**src/rtl/rtc_alarm_tick_pkg.sv**
```systemverilog
package rtc_alarm_tick_pkg;

  localparam int REG_W  = 32;
  localparam int ADDR_W = 3;

  typedef enum logic [ADDR_W-1:0] {
    ADDR_CTRL   = 3'd0,
    ADDR_CNT_LO = 3'd1,
    ADDR_CNT_HI = 3'd2,
    ADDR_ALM_LO = 3'd3,
    ADDR_ALM_HI = 3'd4,
    ADDR_RELOAD = 3'd5,
    ADDR_STATUS = 3'd6
  } reg_addr_e;

  // control word, bit 0 at the right
  typedef struct packed {
    logic clear;
    logic hold_hi;
    logic hold_lo;
    logic tick_hold;
    logic tick_en;
  } ctrl_t;

  localparam int CTRL_W = $bits(ctrl_t);

  localparam int ST_WRAP  = 31;
  localparam int ST_ALARM = 30;
  localparam int ST_TICK  = 29;

endpackage

```
**src/rtl/rtc_split_counter.sv**
```systemverilog
module rtc_split_counter #(
  parameter int HI_W = 8,
  parameter int LO_W = 32
) (
  input  logic            clk,
  input  logic            rst_n,
  input  logic            clear,
  input  logic            hold_hi,
  input  logic            hold_lo,
  output logic [HI_W-1:0] cnt_hi,
  output logic [LO_W-1:0] cnt_lo,
  output logic            wrap
);

  logic [HI_W-1:0] hi_q, hi_d;
  logic [LO_W-1:0] lo_q, lo_d;
  logic            lo_step, carry, hi_step;

  always_comb begin
    lo_step = !hold_lo;
    carry   = lo_step && (&lo_q);
    hi_step = carry && !hold_hi;
    wrap    = !clear && hi_step && (&hi_q);
    if (clear) begin
      lo_d = '0;
      hi_d = '0;
    end else begin
      lo_d = lo_step ? lo_q + LO_W'(1) : lo_q;
      hi_d = hi_step ? hi_q + HI_W'(1) : hi_q;
    end
  end

  always_ff @(posedge clk or negedge rst_n) begin
    if (!rst_n) begin
      lo_q <= '0;
      hi_q <= '0;
    end else begin
      lo_q <= lo_d;
      hi_q <= hi_d;
    end
  end

  assign cnt_hi = hi_q;
  assign cnt_lo = lo_q;

  p_lo_step_r2: assert property (@(posedge clk) disable iff (!rst_n)
    (!clear && !hold_lo) |=> (lo_q == $past(lo_q) + LO_W'(1)));

  p_lo_hold_r3: assert property (@(posedge clk) disable iff (!rst_n)
    (!clear && hold_lo) |=> (lo_q == $past(lo_q)));

  p_hi_hold_r3: assert property (@(posedge clk) disable iff (!rst_n)
    (!clear && hold_hi) |=> (hi_q == $past(hi_q)));

  p_clear_zero_r4: assert property (@(posedge clk) disable iff (!rst_n)
    clear |=> (lo_q == '0 && hi_q == '0));

  p_wrap_zero_r9: assert property (@(posedge clk) disable iff (!rst_n)
    wrap |=> (lo_q == '0 && hi_q == '0));

endmodule

```
**src/rtl/rtc_alarm_match.sv**
```systemverilog
module rtc_alarm_match #(
  parameter int HI_W = 8,
  parameter int LO_W = 32
) (
  input  logic            clk,
  input  logic            rst_n,
  input  logic [HI_W-1:0] cnt_hi,
  input  logic [LO_W-1:0] cnt_lo,
  input  logic [HI_W-1:0] alm_hi,
  input  logic [LO_W-1:0] alm_lo,
  output logic            hit
);

  logic equal, equal_q;

  always_comb begin
    equal = (cnt_hi == alm_hi) && (cnt_lo == alm_lo);
    hit   = equal && !equal_q;
  end

  // reset to one so the all-zero state after reset is not taken as a new match
  always_ff @(posedge clk or negedge rst_n) begin
    if (!rst_n) equal_q <= 1'b1;
    else        equal_q <= equal;
  end

  p_hit_single_r6: assert property (@(posedge clk) disable iff (!rst_n)
    hit |=> !hit);

endmodule

```
**src/rtl/rtc_tick_timer.sv**
```systemverilog
module rtc_tick_timer #(
  parameter int PER_W = 32
) (
  input  logic             clk,
  input  logic             rst_n,
  input  logic             enable,
  input  logic             hold,
  input  logic [PER_W-1:0] reload,
  output logic             fire
);

  logic [PER_W-1:0] cnt_q, cnt_d;
  logic             en_q;
  logic             load, run;

  always_comb begin
    load = enable && !en_q;
    run  = enable && !hold && !load;
    fire = run && (cnt_q == '0);
    if (load)      cnt_d = reload;
    else if (fire) cnt_d = reload;
    else if (run)  cnt_d = cnt_q - PER_W'(1);
    else           cnt_d = cnt_q;
  end

  always_ff @(posedge clk or negedge rst_n) begin
    if (!rst_n) begin
      cnt_q <= '0;
      en_q  <= 1'b0;
    end else begin
      cnt_q <= cnt_d;
      en_q  <= enable;
    end
  end

  p_reload_after_fire_r7: assert property (@(posedge clk) disable iff (!rst_n)
    fire |=> (cnt_q == $past(reload)));

  p_load_on_rise_r7: assert property (@(posedge clk) disable iff (!rst_n)
    (enable && !en_q) |=> (cnt_q == $past(reload)));

  p_hold_still_r8: assert property (@(posedge clk) disable iff (!rst_n)
    (enable && en_q && hold) |=> $stable(cnt_q));

endmodule

```
**src/rtl/rtc_alarm_tick.sv**
```systemverilog
module rtc_alarm_tick
  import rtc_alarm_tick_pkg::*;
#(
  parameter int HI_W  = 8,
  parameter int LO_W  = 32,
  parameter int PER_W = 32
) (
  input  logic              clk,
  input  logic              rst_n,
  input  logic              reg_wr,
  input  logic              reg_rd,
  input  logic [ADDR_W-1:0] reg_addr,
  input  logic [REG_W-1:0]  reg_wdata,
  output logic [REG_W-1:0]  reg_rdata,
  output logic              irq_rollover,
  output logic              irq_alarm,
  output logic              irq_tick
);

  logic            rst_meta_q, rst_sync_n;
  ctrl_t           ctrl_q, ctrl_d;
  logic [HI_W-1:0] alm_hi_q, alm_hi_d, shadow_q, shadow_d;
  logic [LO_W-1:0] alm_lo_q, alm_lo_d;
  logic [PER_W-1:0] reload_q, reload_d;
  logic            st_wrap_q, st_alarm_q, st_tick_q;
  logic            st_wrap_d, st_alarm_d, st_tick_d;
  logic [HI_W-1:0] cnt_hi;
  logic [LO_W-1:0] cnt_lo;
  logic            ev_wrap, ev_alarm, ev_tick;
  logic            wr_ctrl, wr_alm_lo, wr_alm_hi, wr_reload, wr_status, rd_lo;
  reg_addr_e       addr;

  // reset: asserted at once, released on the clock
  always_ff @(posedge clk or negedge rst_n) begin
    if (!rst_n) begin
      rst_meta_q <= 1'b0;
      rst_sync_n <= 1'b0;
    end else begin
      rst_meta_q <= 1'b1;
      rst_sync_n <= rst_meta_q;
    end
  end

  rtc_split_counter #(.HI_W(HI_W), .LO_W(LO_W)) u_counter (
    .clk     (clk),
    .rst_n   (rst_sync_n),
    .clear   (ctrl_q.clear),
    .hold_hi (ctrl_q.hold_hi),
    .hold_lo (ctrl_q.hold_lo),
    .cnt_hi  (cnt_hi),
    .cnt_lo  (cnt_lo),
    .wrap    (ev_wrap)
  );

  rtc_alarm_match #(.HI_W(HI_W), .LO_W(LO_W)) u_alarm (
    .clk    (clk),
    .rst_n  (rst_sync_n),
    .cnt_hi (cnt_hi),
    .cnt_lo (cnt_lo),
    .alm_hi (alm_hi_q),
    .alm_lo (alm_lo_q),
    .hit    (ev_alarm)
  );

  rtc_tick_timer #(.PER_W(PER_W)) u_tick (
    .clk    (clk),
    .rst_n  (rst_sync_n),
    .enable (ctrl_q.tick_en),
    .hold   (ctrl_q.tick_hold),
    .reload (reload_q),
    .fire   (ev_tick)
  );

  // decode
  always_comb begin
    addr      = reg_addr_e'(reg_addr);
    wr_ctrl   = reg_wr && (addr == ADDR_CTRL);
    wr_alm_lo = reg_wr && (addr == ADDR_ALM_LO);
    wr_alm_hi = reg_wr && (addr == ADDR_ALM_HI);
    wr_reload = reg_wr && (addr == ADDR_RELOAD);
    wr_status = reg_wr && (addr == ADDR_STATUS);
    rd_lo     = reg_rd && (addr == ADDR_CNT_LO);
  end

  // next state
  always_comb begin
    ctrl_d   = wr_ctrl   ? ctrl_t'(reg_wdata[CTRL_W-1:0]) : ctrl_q;
    alm_lo_d = wr_alm_lo ? reg_wdata[LO_W-1:0]            : alm_lo_q;
    alm_hi_d = wr_alm_hi ? reg_wdata[HI_W-1:0]            : alm_hi_q;
    reload_d = wr_reload ? reg_wdata[PER_W-1:0]           : reload_q;
    shadow_d = rd_lo     ? cnt_hi                          : shadow_q;
    st_wrap_d  = ev_wrap  || (st_wrap_q  && !(wr_status && reg_wdata[ST_WRAP]));
    st_alarm_d = ev_alarm || (st_alarm_q && !(wr_status && reg_wdata[ST_ALARM]));
    st_tick_d  = ev_tick  || (st_tick_q  && !(wr_status && reg_wdata[ST_TICK]));
  end

  always_ff @(posedge clk or negedge rst_sync_n) begin
    if (!rst_sync_n) begin
      ctrl_q     <= '0;
      alm_lo_q   <= '0;
      alm_hi_q   <= '0;
      reload_q   <= '0;
      shadow_q   <= '0;
      st_wrap_q  <= 1'b0;
      st_alarm_q <= 1'b0;
      st_tick_q  <= 1'b0;
    end else begin
      ctrl_q     <= ctrl_d;
      alm_lo_q   <= alm_lo_d;
      alm_hi_q   <= alm_hi_d;
      reload_q   <= reload_d;
      shadow_q   <= shadow_d;
      st_wrap_q  <= st_wrap_d;
      st_alarm_q <= st_alarm_d;
      st_tick_q  <= st_tick_d;
    end
  end

  // read mux
  always_comb begin
    reg_rdata = '0;
    unique case (addr)
      ADDR_CTRL:   reg_rdata = REG_W'(ctrl_q);
      ADDR_CNT_LO: reg_rdata = REG_W'(cnt_lo);
      ADDR_CNT_HI: reg_rdata = REG_W'(shadow_q);
      ADDR_ALM_LO: reg_rdata = REG_W'(alm_lo_q);
      ADDR_ALM_HI: reg_rdata = REG_W'(alm_hi_q);
      ADDR_RELOAD: reg_rdata = REG_W'(reload_q);
      ADDR_STATUS: begin
        reg_rdata[ST_WRAP]  = st_wrap_q;
        reg_rdata[ST_ALARM] = st_alarm_q;
        reg_rdata[ST_TICK]  = st_tick_q;
      end
      default:     reg_rdata = '0;
    endcase
  end

  assign irq_rollover = st_wrap_q;
  assign irq_alarm    = st_alarm_q;
  assign irq_tick     = st_tick_q;

  p_shadow_capture_r5: assert property (@(posedge clk) disable iff (!rst_sync_n)
    rd_lo |=> (shadow_q == $past(cnt_hi)));

  p_set_wins_r10: assert property (@(posedge clk) disable iff (!rst_sync_n)
    ev_tick |=> irq_tick);

  p_w1c_clears_r10: assert property (@(posedge clk) disable iff (!rst_sync_n)
    (wr_status && reg_wdata[ST_WRAP] && !ev_wrap) |=> !irq_rollover);

  p_sticky_r10: assert property (@(posedge clk) disable iff (!rst_sync_n)
    (irq_alarm && !(wr_status && reg_wdata[ST_ALARM])) |=> irq_alarm);

  p_alarm_needs_event_r6: assert property (@(posedge clk) disable iff (!rst_sync_n)
    (!irq_alarm && !ev_alarm) |=> !irq_alarm);

endmodule

```
**config.mk**
```make
export PLATFORM = sky130hd
export DESIGN_NAME = rtc_alarm_tick
export DESIGN_NICKNAME = d
export VERILOG_FILES = /design/src/rtl/rtc_alarm_tick_pkg.sv /design/src/rtl/rtc_split_counter.sv /design/src/rtl/rtc_alarm_match.sv /design/src/rtl/rtc_tick_timer.sv /design/src/rtl/rtc_alarm_tick.sv
export SDC_FILE = /design/constraint.sdc
export NUM_CORES = 1
export LEC_CHECK = 0
export BUFFER_PORTS_ARGS = -buffer_cell sky130_fd_sc_hd__buf_4
export CORE_MARGIN = 4
export CORE_UTILIZATION = 61
export DETAILED_ROUTE_END_ITERATION = 7
export PLACE_DENSITY = 0.92
export SYNTH_ARGS = -nofsm -noshare
export SYNTH_HDL_FRONTEND = slang
export SYNTH_HIERARCHICAL = 1
export SYNTH_SLANG_ARGS = --single-unit
```
**constraint.sdc**
```tcl
create_clock -name clk -period 5.7 [get_ports clk]
set_input_delay 0.855 -clock clk [delete_from_list [all_inputs] [get_ports clk]]
set_output_delay 0.855 -clock clk [all_outputs]
set_load 0.03 [all_outputs]
```
==> flow_metrics.py <==
metrics = {
    "die": {
        "dieWidth_um": 131.3,
        "core_um2": 14700,
        "dieArea_um2": 17230,
        "ios": 74,
        "rows": 44,
        "dieHeight_um": 131.3,
        "start_util_pct": 63.07,
    },
    "status": {
        "status": "finished, final reports clean",
    },
    "setup_path": {
        "required_ps": 4850,
        "path_class": "in2out",
        "critical_path.cell_chain": "buf_4, nor2b_4, nand2_1, a21oi_1, buf_4",
        "arrival_ps": 2690,
        "critPathCaptureType": "primary output",
        "cp_slowest_cell": "nor2b_4",
        "crit_path_frequent_cell": "buf_4",
        "path_max_fanout": 36,
        "max_stage_delay_ps": 760,
        "rr_worst_depth": 6,
        "worst_setup_path_start_kind": "input pin",
    },
    "layout": {
        "multi_input_area_um2": 4803,
        "fin_nets": 1003,
        "n_antenna_cell": 0,
        "final_common_cell": "dfrtp_1",
        "layout_common_cells": "dfrtp_1 (162), mux2_2 (85), buf_4 (79), nand2_1 (72), a21oi_1 (72)",
        "fillers": 981,
        "drive_gt1_share_pct": 24.13,
        "areaGrowthSynthToFinish_pct": 11.88,
        "ff_latch_area_um2": 4109,
        "finalInstanceArea_um2": 10370,
    },
    "sta": {
        "fmax_mhz": 282.2,
        "max-slew-margin-rel_pct": 40.46,
        "rsz0062_at_grt": "no",
        "drv_slew": 0,
        "fin_setup_tns_ps": 0,
        "tightestPinTransition_ps": 891.0,
        "setup_viol": 0,
        "final_hold_viol_count": 0,
        "finalCritPeriodShare_pct": 62.18,
        "fin_worst_skew_ps": 10.30,
        "min_period_ps": 3544,
    },
    "detailed_routing": {
        "vias": 7822,
        "via_per_inst": 6.755,
        "drc": 0,
        "postRouteAntennaNets": 0,
        "routedWlPerCell_um": 22.07,
        "drt-pass1-iter-count": 6,
        "drtIter0Drc": 1367,
        "routed_wl_um": 25560,
    },
    "synth": {
        "synth_seq_area_share_pct": 44.28,
        "yosys_register_bits": 164,
        "synth_area_um2": 9270,
        "synthArstFlopShare_pct": 100.0,
        "yosysWarnings": 6,
        "synth_edf_count": 0,
        "syn_area_per_cell_um2": 10.11,
        "syn-num-nets": 959,
        "synthFlopType": "dfrtp_1",
        "synth_cells": 917,
        "synth_cell_types": 75,
    },
    "power_and_ir_drop": {
        "p_switching_mw": 1.285,
        "internal-power_mw": 2.468,
        "power_frac_seq_pct": 46.2,
        "p_leak_nw": 4.468,
        "switching_share_pct": 34.24,
        "p_per_area_nw_per_um2": 361.9,
        "power_frac_clock_pct": 30.2,
        "comb_power_share_pct": 23.6,
        "vdd_ir_drop_max_mv": 0.2123,
    },
    "clock_tree": {
        "cts_tree": "done",
        "post_cts_resized": 0,
        "cts-htree-levels": 4,
        "cts_root_buf": "clkbuf_16",
        "cts_buffer_depth": 2,
        "cts_num_sinks": 164,
        "holdBufCountCts": 0,
        "clkLatencyLatePin_ps": 440,
        "post_cts_buffers": 0,
        "clkTransAtPathRegs_ps": 60,
        "numCtsBuffers": 17,
    },
    "global_routing": {
        "grt_max_degree": 69,
        "grt_pass1_wl_um": 40200,
        "track_usage_pct": 29.32,
        "grt_pass1_vias": 7456,
        "antenna_found_initial": 0,
        "overflow": 0,
    },
    "job": {
        "max-cap-violations": 0,
    },
    "place": {
        "gp_congestion": 0.8815,
        "hpwl_um": 17050,
        "portBuffers": 73,
        "placed_cell_area_um2": 9799,
    },
    "hold_path": {
        "hold_class": "in2async",
    },
}
==> state kept, by name (all words and copies together), names as in the netlist <==
register / flops
irq_tick: 1
rst_meta_q: 1
irq_rollover: 1
alm_lo_q: 32
u_counter/cnt_hi: 8
u_tick/cnt_q: 32
shadow_q: 8
ctrl_q: 5
u_alarm/equal_q: 1
irq_alarm: 1
u_counter/cnt_lo: 32
reload_q: 32
rst_sync_n: 1
u_tick/en_q: 1
alm_hi_q: 8
==> cell families (layout without fill, tap and decap cells) <==
group,count (synthesis),after routing,synth area share (%)
DFF,164,164,44.28
adders and majority gates,3,3,0.4050
other,1,1,0.04045
muxes,128,128,15.41
xor gates and xnor gates,67,67,6.330
AOI/OAI and AO/OA,168,168,10.93
buffers and inverters,71,128,4.063
and+or+nand+nor,315,315,18.53
==> final cells by class <==
cell class / count / area share (%)
Multi-Input combinational cell: 682 / 46.31
Sequential cell: 164 / 39.62
Timing Repair Buffer: 79 / 5.718
Clock buffer: 23 / 4.512
Tap cell: 184 / 2.220
Clock inverter: 9 / 1.001
Inverter: 17 / 0.6153
==> final timing paths <==
check,from,to,slack [ps]
setup reg to reg,ctrl_q[4],u_counter/cnt_lo[29],2660
min in group clk,rst_meta_q,rst_sync_n,360
hold reg to reg,rst_meta_q,rst_sync_n,360
max in group asynchronous,rst_sync_n,alm_hi_q[0],3980
setup / recovery,reg_addr[2],reg_rdata[28],2160
hold / removal,rst_n,rst_sync_n,200
==> synth_stat cells, types with 8 or more instances <==
master	n	area [um^2]
o21ai_0	41	205.2
mux2_2	85	957.2
mux2i_1	34	340.3
or2_1	11	68.82
nand3_1	25	125.1
nor3_1	20	100.1
xor2_1	43	376.6
buf_6	10	112.6
xnor2_1	24	210.2
nor2_1	63	236.5
or2_2	11	68.82
clkbuf_1	23	86.33
inv_1	16	60.06
nand2_1	72	270.3
a21oi_1	72	360.4
nand4_1	20	125.1
nor4_1	26	162.7
mux2_4	8	120.1
dfrtp_1	163	4079
or3_1	11	68.82
buf_2	16	80.08
==> worst max-delay path: cells and delay by family <==
family,cells,cell delay [ps]
AOI/OAI and AO/OA,1,340
buffers and inverters,2,550
and+or+nand+nor,2,920
==> power by group through the flow <==
stage	logic, mW	clock network (mW)	registers (mW)
global placement	0.816	0	1.71
finish	0.887	1.13	1.73
detailed placement	0.853	0	1.73
global route	0.958	1.18	1.76
floorplan	0.668	0	1.63
CTS	0.873	1.14	1.72
==> metrics by stage <==
step	utilization (%)	setup slack, ps	power (mW)	cells	hold WS (ps)
after floorplan	-	793.7	2.297	917	331.2
after global placement	66.67	2300	2.527	1126	337.7
after detailed placement	66.67	2241	2.581	1126	340.3
after CTS	70.56	2231	3.728	1158	188.1
after global routing	70.56	2123	3.903	1158	189.4
final	70.56	2156	3.753	1158	195.3
==> metal layers <==
layer	wire [um]	part of all wire [%]	GRT usage [%]	up-vias
met2	12190	48	47.12	492
li1	-	-	-	3383
met4	1110	4.3	13.94	0
met5	0	0	0	-
met1	10100	40	38.83	3851
met3	2153	8.4	5.466	96
No activity file was read; power rests on OpenSTA's default activity.
